File: config.mk
export PLATFORM = sky130hd
export DESIGN_NAME = syn3w_regif
export DESIGN_NICKNAME = d
export VERILOG_FILES = /design/src/rtl/syn3w_pkg.sv /design/src/rtl/syn3w_shift.sv /design/src/rtl/syn3w_regs.sv /design/src/rtl/syn3w_pwr.sv /design/src/rtl/syn3w_regif.sv
export SDC_FILE = /design/constraint.sdc
export NUM_CORES = 1
export LEC_CHECK = 0
export ABC_AREA = 1
export BUFFER_PORTS_ARGS = -buffer_cell sky130_fd_sc_hd__buf_2
export CELL_PAD_IN_SITES_DETAIL_PLACEMENT = 2
export CELL_PAD_IN_SITES_GLOBAL_PLACEMENT = 2
export CORE_UTILIZATION = 35
export CTS_BUF_LIST = sky130_fd_sc_hd__clkbuf_4 sky130_fd_sc_hd__clkbuf_8
export CTS_CLUSTER_SIZE = 24
export DETAILED_ROUTE_END_ITERATION = 16
export GPL_TIMING_DRIVEN = 0
export MAX_ROUTING_LAYER = met4
export PLACE_DENSITY = 0.91
export SETUP_SLACK_MARGIN = 0.02
export SLEW_MARGIN = 15
export SYNTH_ARGS = -nofsm -noshare
export SYNTH_HDL_FRONTEND = slang
export SYNTH_SLANG_ARGS = --single-unit
File: constraint.sdc
create_clock -name clk -period 1.3 [get_ports clk]
set_input_delay 0.065 -clock clk [delete_from_list [all_inputs] [get_ports clk]]
set_output_delay 0.065 -clock clk [all_outputs]
set_load 0.01 [all_outputs]
File: src/rtl/syn3w_pkg.sv
package syn3w_pkg;
   localparam int ADDR_W_DEF = 2;
   localparam int DATA_W_DEF = 19;

   typedef enum logic [1:0] {
      SEL_REF  = 2'd0,
      SEL_DIV  = 2'd1,
      SEL_FUNC = 2'd2,
      SEL_INIT = 2'd3
   } sel_e;

   // function word bit positions (decoded by neighbouring logic)
   localparam int FB_CRST  = 0;
   localparam int FB_PDLO  = 1;
   localparam int FB_LD    = 2;
   localparam int FB_POL   = 5;
   localparam int FB_OFF   = 6;
   localparam int FB_FEN   = 7;
   localparam int FB_FMODE = 9;
   localparam int FB_TMR   = 10;
   localparam int FB_PDHI  = 17;
endpackage

File: src/rtl/syn3w_shift.sv
module syn3w_shift #(
   parameter int WORD_W    = 21,
   parameter bit MSB_FIRST = 1'b1
) (
   input  logic              clk,
   input  logic              rst_n,
   input  logic              ser_clk,
   input  logic              ser_data,
   input  logic              ser_le,
   output logic [WORD_W-1:0] word,
   output logic              commit
);
   logic              sclk_q, le_q;
   logic [WORD_W-1:0] sh_q, sh_d;
   logic              sclk_rise;

   assign sclk_rise = ser_clk & ~sclk_q;
   assign commit    = ser_le & ~le_q;
   assign word      = sh_q;

   generate
      if (MSB_FIRST) begin : g_msb
         assign sh_d = {sh_q[WORD_W-2:0], ser_data};
      end else begin : g_lsb
         assign sh_d = {ser_data, sh_q[WORD_W-1:1]};
      end
   endgenerate

   always_ff @(posedge clk or negedge rst_n) begin
      if (!rst_n) begin
         sclk_q <= 1'b0;
         le_q   <= 1'b0;
         sh_q   <= '0;
      end else begin
         sclk_q <= ser_clk;
         le_q   <= ser_le;
         if (sclk_rise) sh_q <= sh_d;
      end
   end
endmodule

File: src/rtl/syn3w_regs.sv
module syn3w_regs
   import syn3w_pkg::*;
#(
   parameter int DATA_W = 19,
   parameter int ADDR_W = 2,
   parameter int R_W    = 14,
   parameter int A_W    = 5,
   parameter int B_W    = 13,
   parameter int MIN_B  = 3,
   localparam int WORD_W = DATA_W + ADDR_W
) (
   input  logic              clk,
   input  logic              rst_n,
   input  logic              commit,
   input  logic [WORD_W-1:0] word,
   output logic [DATA_W-1:0] ref_q,
   output logic [DATA_W-1:0] div_q,
   output logic [DATA_W-1:0] func_q,
   output logic              hold_q,
   output logic              chg_q,
   output logic              bad_q,
   output logic              fn_wr
);
   logic [DATA_W-1:0] data;
   sel_e              sel;
   logic              wr_ref, wr_div, wr_init, bad_now;

   assign data    = word[WORD_W-1 -: DATA_W];
   assign sel     = sel_e'(word[1:0]);
   assign wr_ref  = commit && (sel == SEL_REF);
   assign wr_div  = commit && (sel == SEL_DIV);
   assign wr_init = commit && (sel == SEL_INIT);
   assign fn_wr   = commit && ((sel == SEL_FUNC) || (sel == SEL_INIT));
   assign bad_now = (wr_ref && (data[R_W-1:0] == '0)) ||
                    (wr_div && (data[A_W +: B_W] < B_W'(MIN_B)));

   always_ff @(posedge clk or negedge rst_n) begin
      if (!rst_n) begin
         ref_q  <= '0;
         div_q  <= '0;
         func_q <= '0;
         hold_q <= 1'b0;
         chg_q  <= 1'b0;
         bad_q  <= 1'b0;
      end else begin
         chg_q <= wr_ref | wr_div;
         if (bad_now) bad_q <= 1'b1;
         if (wr_ref)  ref_q  <= data;
         if (wr_div)  div_q  <= data;
         if (fn_wr)   func_q <= data;
         if (wr_init)     hold_q <= 1'b1;
         else if (wr_div) hold_q <= 1'b0;
      end
   end
endmodule

File: src/rtl/syn3w_pwr.sv
module syn3w_pwr (
   input  logic clk,
   input  logic rst_n,
   input  logic fn_wr,
   input  logic pd_lo_in,
   input  logic pd_hi_in,
   input  logic pdn_n,
   input  logic pfd_ref,
   output logic power_down
);
   logic pd_q, pend_q, pfd_q, pfd_tog;

   assign pfd_tog    = pfd_ref ^ pfd_q;
   assign power_down = ~pdn_n | pd_q;

   always_ff @(posedge clk or negedge rst_n) begin
      if (!rst_n) begin
         pd_q   <= 1'b0;
         pend_q <= 1'b0;
         pfd_q  <= 1'b0;
      end else begin
         pfd_q <= pfd_ref;
         if (fn_wr) begin
            if (!pd_lo_in) begin
               pd_q   <= 1'b0;
               pend_q <= 1'b0;
            end else if (!pd_hi_in) begin
               pd_q   <= 1'b1;
               pend_q <= 1'b0;
            end else begin
               pd_q   <= 1'b0;
               pend_q <= 1'b1;
            end
         end else if (pend_q && pfd_tog) begin
            pd_q   <= 1'b1;
            pend_q <= 1'b0;
         end
      end
   end
endmodule

File: src/rtl/syn3w_regif.sv
module syn3w_regif
   import syn3w_pkg::*;
#(
   parameter int DATA_W    = DATA_W_DEF,
   parameter int ADDR_W    = ADDR_W_DEF,
   parameter int R_W       = 14,
   parameter int A_W       = 5,
   parameter int B_W       = 13,
   parameter int LD_W      = 3,
   parameter int TMR_W     = 4,
   parameter int MIN_B     = 3,
   parameter bit MSB_FIRST = 1'b1,
   localparam int WORD_W   = DATA_W + ADDR_W
) (
   input  logic             clk,
   input  logic             rst_n,
   input  logic             ser_clk,
   input  logic             ser_data,
   input  logic             ser_le,
   input  logic             pdn_n,
   input  logic             pfd_ref,
   output logic [R_W-1:0]   ref_div,
   output logic             lock_prec,
   output logic [A_W-1:0]   swallow_cnt,
   output logic [B_W-1:0]   prog_cnt,
   output logic             cp_gain,
   output logic [LD_W-1:0]  lock_sel,
   output logic             fast_en,
   output logic             fast_mode,
   output logic [TMR_W-1:0] fast_tmr,
   output logic             pd_sel_lo,
   output logic             pd_sel_hi,
   output logic             cp_pol,
   output logic             cp_off,
   output logic             cnt_rst,
   output logic             cnt_hold,
   output logic             cp_tristate,
   output logic             power_down,
   output logic             freq_chg,
   output logic             bad_setting
);
   generate
      if (ADDR_W != 2) begin : g_bad_addr
         $error("syn3w_regif: four control words need a 2-bit address");
      end
      if (DATA_W < R_W + 1) begin : g_bad_ref
         $error("syn3w_regif: reference word too narrow");
      end
      if (DATA_W < A_W + B_W + 1) begin : g_bad_div
         $error("syn3w_regif: divide word too narrow");
      end
      if (DATA_W <= FB_PDHI || FB_TMR + TMR_W > FB_PDHI) begin : g_bad_fn
         $error("syn3w_regif: function word layout does not fit");
      end
      if (FB_LD + LD_W > FB_POL) begin : g_bad_ld
         $error("syn3w_regif: lock select overlaps polarity bit");
      end
   endgenerate

   logic [WORD_W-1:0] word;
   logic              commit, fn_wr, hold_q;
   logic [DATA_W-1:0] ref_q, div_q, func_q;

   syn3w_shift #(.WORD_W(WORD_W), .MSB_FIRST(MSB_FIRST)) u_shift (
      .clk(clk), .rst_n(rst_n), .ser_clk(ser_clk), .ser_data(ser_data),
      .ser_le(ser_le), .word(word), .commit(commit)
   );

   syn3w_regs #(.DATA_W(DATA_W), .ADDR_W(ADDR_W), .R_W(R_W), .A_W(A_W),
                .B_W(B_W), .MIN_B(MIN_B)) u_regs (
      .clk(clk), .rst_n(rst_n), .commit(commit), .word(word),
      .ref_q(ref_q), .div_q(div_q), .func_q(func_q), .hold_q(hold_q),
      .chg_q(freq_chg), .bad_q(bad_setting), .fn_wr(fn_wr)
   );

   syn3w_pwr u_pwr (
      .clk(clk), .rst_n(rst_n), .fn_wr(fn_wr),
      .pd_lo_in(word[ADDR_W + FB_PDLO]), .pd_hi_in(word[ADDR_W + FB_PDHI]),
      .pdn_n(pdn_n), .pfd_ref(pfd_ref), .power_down(power_down)
   );

   assign ref_div     = ref_q[R_W-1:0];
   assign lock_prec   = ref_q[DATA_W-1];
   assign swallow_cnt = div_q[A_W-1:0];
   assign prog_cnt    = div_q[A_W +: B_W];
   assign cp_gain     = div_q[DATA_W-1];
   assign cnt_rst     = func_q[FB_CRST];
   assign pd_sel_lo   = func_q[FB_PDLO];
   assign lock_sel    = func_q[FB_LD +: LD_W];
   assign cp_pol      = func_q[FB_POL];
   assign cp_off      = func_q[FB_OFF];
   assign fast_en     = func_q[FB_FEN];
   assign fast_mode   = func_q[FB_FMODE];
   assign fast_tmr    = func_q[FB_TMR +: TMR_W];
   assign pd_sel_hi   = func_q[FB_PDHI];
   assign cnt_hold    = hold_q;
   assign cp_tristate = hold_q | func_q[FB_OFF];
endmodule

* Yosys cells after proc, flatten, opt, wreduce, memory -nomap -nowiden
Index checks and enable logic that the tools add are counted.
** Storage, ports and cells
- Bits in latches :: 0
- Memories :: 0
- Memory bits (read-only) :: 0
- Bits of input ports :: 7
- RAM bits :: 0
- Logic and storage cells :: 48
- Bits in registers :: 85
** Cells by class
- Reductions and logical operators :: 13
- Eq/ne operators :: 3
- Add/subtract/negate cells :: 0
- Muxes and demuxes :: 10
- Bitwise operators :: 9
- Shift-type cells :: 0
- Multiply operators :: 0
- $lt $le $gt $ge :: 1
- Divide/modulo/power cells :: 0
** Operators with widths (count)
- 14-bit logical NOT :: 1
- 13-bit by 2-bit less-than comparator with 1-bit output, second input constant :: 1
- 1-bit 2-to-1 mux :: 10
- 1-bit logical AND :: 7
- 2-bit == test, second input constant :: 2
- 2-bit nonzero test :: 2
- 1-bit NOT :: 3
- 1-bit bitwise OR :: 3
- 1-bit bitwise AND :: 2
- 2-bit by 1-bit == test with 1-bit output, second input constant :: 1
- 2-bit logical NOT :: 1
- 1-bit logical OR :: 2
- 1-bit XOR :: 1

* Depth between registers and ports, before layout
- Depth after elaboration :: 5
- Depth in mapped cells :: 8
- Depth with buffers taken out :: 7

* Hierarchy
Synthesis repeated with hierarchy kept, for this count alone.
** Second synthesis, totals
- Cells, all modules :: 358
- Area total of the unflattened synthesis :: 3385.7 sq um
** By module, submodules not included
- syn3w_regs :: cells an instance 239, seq. area each 1501.4 sq um, area each 2332.2 sq um, instances 1
- syn3w_shift :: cells an instance 96, seq. area each 575.6 sq um, area each 888.4 sq um, instances 1
- syn3w_pwr :: cells an instance 20, seq. area each 75.1 sq um, area each 153.9 sq um, instances 1
- syn3w_regif :: cells an instance 3, seq. area each 0.0 sq um, area each 11.3 sq um, instances 1

* Least setup slack after synthesis
Ideal clock, no wire load.
- Kind :: register to register
- From :: register u_shift.le_q
- To :: register u_regs.func_q[10]
- Cell stages (with the launch flop) :: 7
- Required time :: 1.170 ns
- Setup time :: 0.130 ns
- Setup slack :: 0.183 ns
- Arrival :: 0.987 ns
- Buffers on the path :: 2
- Cells stage by stage :: dfrtp_1 nor2_4 nand2_1 buf_4 buf_6 nand2_1 o21ai_0
** Between the ends
- Longest elaborated chain between the ends :: 3
** RTL lines
- start: declaration :: RTL line syn3w_shift.sv:13 : logic sclk_q, le_q;
- start signal: assignment :: RTL line syn3w_shift.sv:36 : le_q <= ser_le;
- 1-bit NOT :: RTL line syn3w_shift.sv:18 : assign commit = ser_le & ~le_q;
- 1-bit bitwise AND :: RTL line syn3w_shift.sv:18
- 1-bit logical AND :: RTL line syn3w_regs.sv:33 : assign fn_wr = commit && ((sel == SEL_FUNC) || (sel == SEL_INIT));
- end signal: assignment :: RTL line syn3w_regs.sv:50 : if (fn_wr) func_q <= data;
- end: declaration :: RTL line syn3w_regs.sv:18 : output logic [DATA_W-1:0] func_q,
No other way between the ends.
A chain may end at the register's enable or synchronous reset.

* Worst setup path after layout
- From :: register u_shift.le_q
- To :: register u_regs.div_q[0]
** Between the ends
- Longest elaborated chain between the ends :: 3
** RTL lines
- 1-bit NOT :: RTL line syn3w_shift.sv:18
- 1-bit bitwise AND :: RTL line syn3w_shift.sv:18
- 1-bit logical AND :: RTL line syn3w_regs.sv:31 : assign wr_div = commit && (sel == SEL_DIV);
- end signal: assignment :: RTL line syn3w_regs.sv:49 : if (wr_div) div_q <= data;
- end: declaration :: RTL line syn3w_regs.sv:17 : output logic [DATA_W-1:0] div_q,
No other way between the ends.

==> metrics.md <==
| Metric | Value |
|---|---|
| Max cap viols | 0 |
| Starting density of the core | 0.359 |
| Crit-path max FO | 5 |
| Die Area | 0.00875 sq mm |
| Worst R2R End | u_regs.div_q[0]$_DFFE_PN0P_ |
| Met1 WL | 4230 um |
| Met2 Routed Length | 5620 um |
| Reg2Reg Depth | 6 |
| Initial antenna violation count | 0 |
| Final Non-Filler Cells | 497 |
| Slowest CP cell | dfrtp_1 |
| Num CTS Buffers | 9 |
| CTS tree | built |
| Top cell type's share of synthesized area | 0.657 |
| Antenna-violating nets left | 0 |
| Startpoint types | register |
| Crit path kind | register to register |
| Req. time, crit path | 1.54 ns |
| I/O pins | 60 |
| Router iterations before antenna repair | 4 |
| Dpl hpwl | 5900 um |
| Top Layer Used | met4 |
| Unrepaired setup endpoints after global routing | true |
| Count of buffer and inverter cells on the critical path | 2 |
| Worst hold path type | input pin to asynchronous set/reset pin |
| Global-route wire length before repair | 15500 um |
| Period utilisation layout | 0.989 |
| Main flop type after synthesis | dfrtp_1 |
| Avg Cell Area, Syn | 9.74 sq um |
| Max-slew headroom | 0.650 |
| Die Span Y | 93.5 um |
| RR Startpoint | u_shift.le_q$_DFF_PN0_ |
| CTS root buffer | clkbuf_8 |
| Vias in the first global route | 2797 |
| Critical-path cell list | nor2_4, nand3_4, buf_6, clkbuf_16, nand2_1, o21ai_1 |
| WL met3 | 349 um |
| Async SR Flop Fraction | 1.00 |
| Fin crit period | 1.29 ns |
| Setup violations, final | 0 |
| CTS max path bufs | 2 |
| VDD IR max | 0.000694 V |
| Final GP Congestion | 0.744 |
| Final hold violation count | 0 |
| H-tree depth | 3 |
| Final Slew Violations | 0 |
| Post-Syn Area | 0.00293 sq mm |
| Wire per inst | 21.1 um |
| Worst path arrival time | 1.52 ns |
| Die width | 93.5 um |
| # rows | 33 |
| Syn. warnings | 0 |
| Core area | 0.00818 sq mm |
| Commonest non-fill, non-tap cell in the layout | dfrtp_1 |
| Clock transition at path regs | 0.09 ns |
| Post-synth EDFFs | 0 |
| Critical Path Sink Type | register |
| Share of cells above drive strength 1 | 0.344 |
| Sink Count | 77 |
| Capture point of the critical path | u_regs.div_q[0]$_DFFE_PN0P_ |
| Crit-path max cell delay | 0.41 ns |
| Layout Nets | 395 |
| DR iter-0 viols | 130 |
| DR vias/cell | 5.09 |
| FF-to-FF setup slack | 0.01 ns |
| Total Wirelength | 10500 um |
| Via count | 2530 |
| Sequential fraction of the synthesis area | 0.657 |
| Outcome | finished clean |
| Largest net degree at the start of global routing | 41 |
| Crit path launch | u_shift.le_q$_DFF_PN0_ |
| Crit. path cell count | 6 |
| Commonest cells after routing, fill and taps aside | dfrtp_1, nand2_1, buf_2 |
| DRC errors left | 0 |
| Synth Register Bits | 77 |
| Setup Skew | 0.00954 ns |
| Leading area contributor after synthesis | dfrtp_1 |
| Cells after Synth | 301 |
| Pwr dens | 1810 mW/mm^2 |
| Setup TNS | 0 ns |
| Synth unique cells | 20 |
| Grt ovf | 0 |
| Dpl cells | 466 |
| Total global-route track usage | 0.252 |
| Ant diodes | 0 |
| Post-Syn Nets | 308 |
| P&R area growth vs syn | 34.3% |
| Ranking of synthesized cells by area | dfrtp_1, nand2_1, o21ai_0 |
| IO buf count | 59 |
| Max frequency | 778 MHz |
| Worst Max-Slew Pin Slew | 0.525 ns |
| Insertion delay to the later sink of the worst-skew pair | 0.36 ns |
| Top delay family on crit path | flip-flops |
| Leakage | 2.00 nW |
==> per-stage QoR <==
step | util | hold WS [ns] | instance area, sq um | total power, mW | setup slack [ns]
final | 0.482 | 0.212 | 3940 | 7.14 | 0.0138
after global routing | 0.482 | 0.255 | 3940 | 7.50 | -0.0463
after CTS | 0.458 | 0.235 | 3750 | 6.92 | 0.0274
after detailed placement | 0.414 | 0.0759 | 3380 | 4.55 | -0.117
after global placement | 0.411 | 0.192 | 3360 | 4.41 | -0.351
after floorplan | - | -0.231 | 2930 | 3.84 | 0.183
==> logic make-up after synthesis <==
group           share of synthesized area
simple gates                        0.146
flops                               0.657
buf+inv                            0.0678
compound gates                      0.129
==> cell usage after synthesis, types with 3 or more instances <==
library cell,n
nor2_1,10
o21ai_2,4
nand2_1,89
nand3_1,5
o21ai_0,63
a21oi_1,3
inv_1,29
buf_2,5
dfrtp_1,77
clkbuf_1,4
buf_6,3
==> power by group <==
group,total (mW),leakage (nW),internal [mW],switching [mW]
clock network,2.29,0.125,1.37,0.925
registers,3.16,1.03,2.83,0.328
logic,1.69,0.851,0.656,1.03
==> worst register-to-register path: stages (launching register included) <==
cell and delay, ns:
dfrtp_1 0.41, nor2_4 0.20, nand3_4 0.11, buf_6 0.16, clkbuf_16 0.15, nand2_1 0.06
o21ai_1 0.07
==> layer usage <==
| metal | GRT usage | up-vias |
|---|---|---|
| li1 | - | 1127 |
| met1 | 0.279 | 1312 |
| met2 | 0.444 | 68 |
| met3 | 0.0390 | 23 |
| met4 | 0.121 | 0 |
| met5 | - | - |
==> area by class of cell <==
class / count / area, sq um
clock buffer: 11 / 151
timing repair buffer: 76 / 504
buffer: 14 / 119
multi-input combinational: 180 / 898
sequential: 77 / 1930
fill: 889 / 4240
tap: 105 / 131
clock inverter: 4 / 95.1
inverter: 30 / 113
==> how the worst min path moves through the flow <==
stage / to / slack, ns / cells past startpoint
final: u_regs.div_q[2]$_DFFE_PN0P_ / 0.21 / 2
after detailed placement: u_regs.div_q[2]$_DFFE_PN0P_ / 0.08 / 1
after global routing: u_regs.ref_q[5]$_DFFE_PN0P_ / 0.25 / 2
after CTS: u_regs.div_q[2]$_DFFE_PN0P_ / 0.23 / 2
after floorplan: u_pwr.pd_q$_DFFE_PN0P_ / -0.23 / 0
after global placement: u_shift.sclk_q$_DFF_PN0_ / 0.19 / 1
==> state kept, by name (all words and copies together), names as in the netlist <==
register	flops
u_pwr.pd_q	1
u_pwr.pend_q	1
u_regs.hold_q	1
u_regs.div_q	19
u_regs.chg_q	1
u_regs.func_q	14
u_pwr.pfd_q	1
u_regs.ref_q	15
u_shift.le_q	1
u_shift.word	21
u_regs.bad_q	1
u_shift.sclk_q	1
==> timing repair <==
action,in CTS,in global routing
endpoints found under the hold margin,41,0
setup buffers,6,3
pin swaps,2,5
gates resized for setup,7,72
gates cloned,0,2
hold buffers,5,0
setup endpoints to repair,36,41
(Power assumes the default switching activity.)
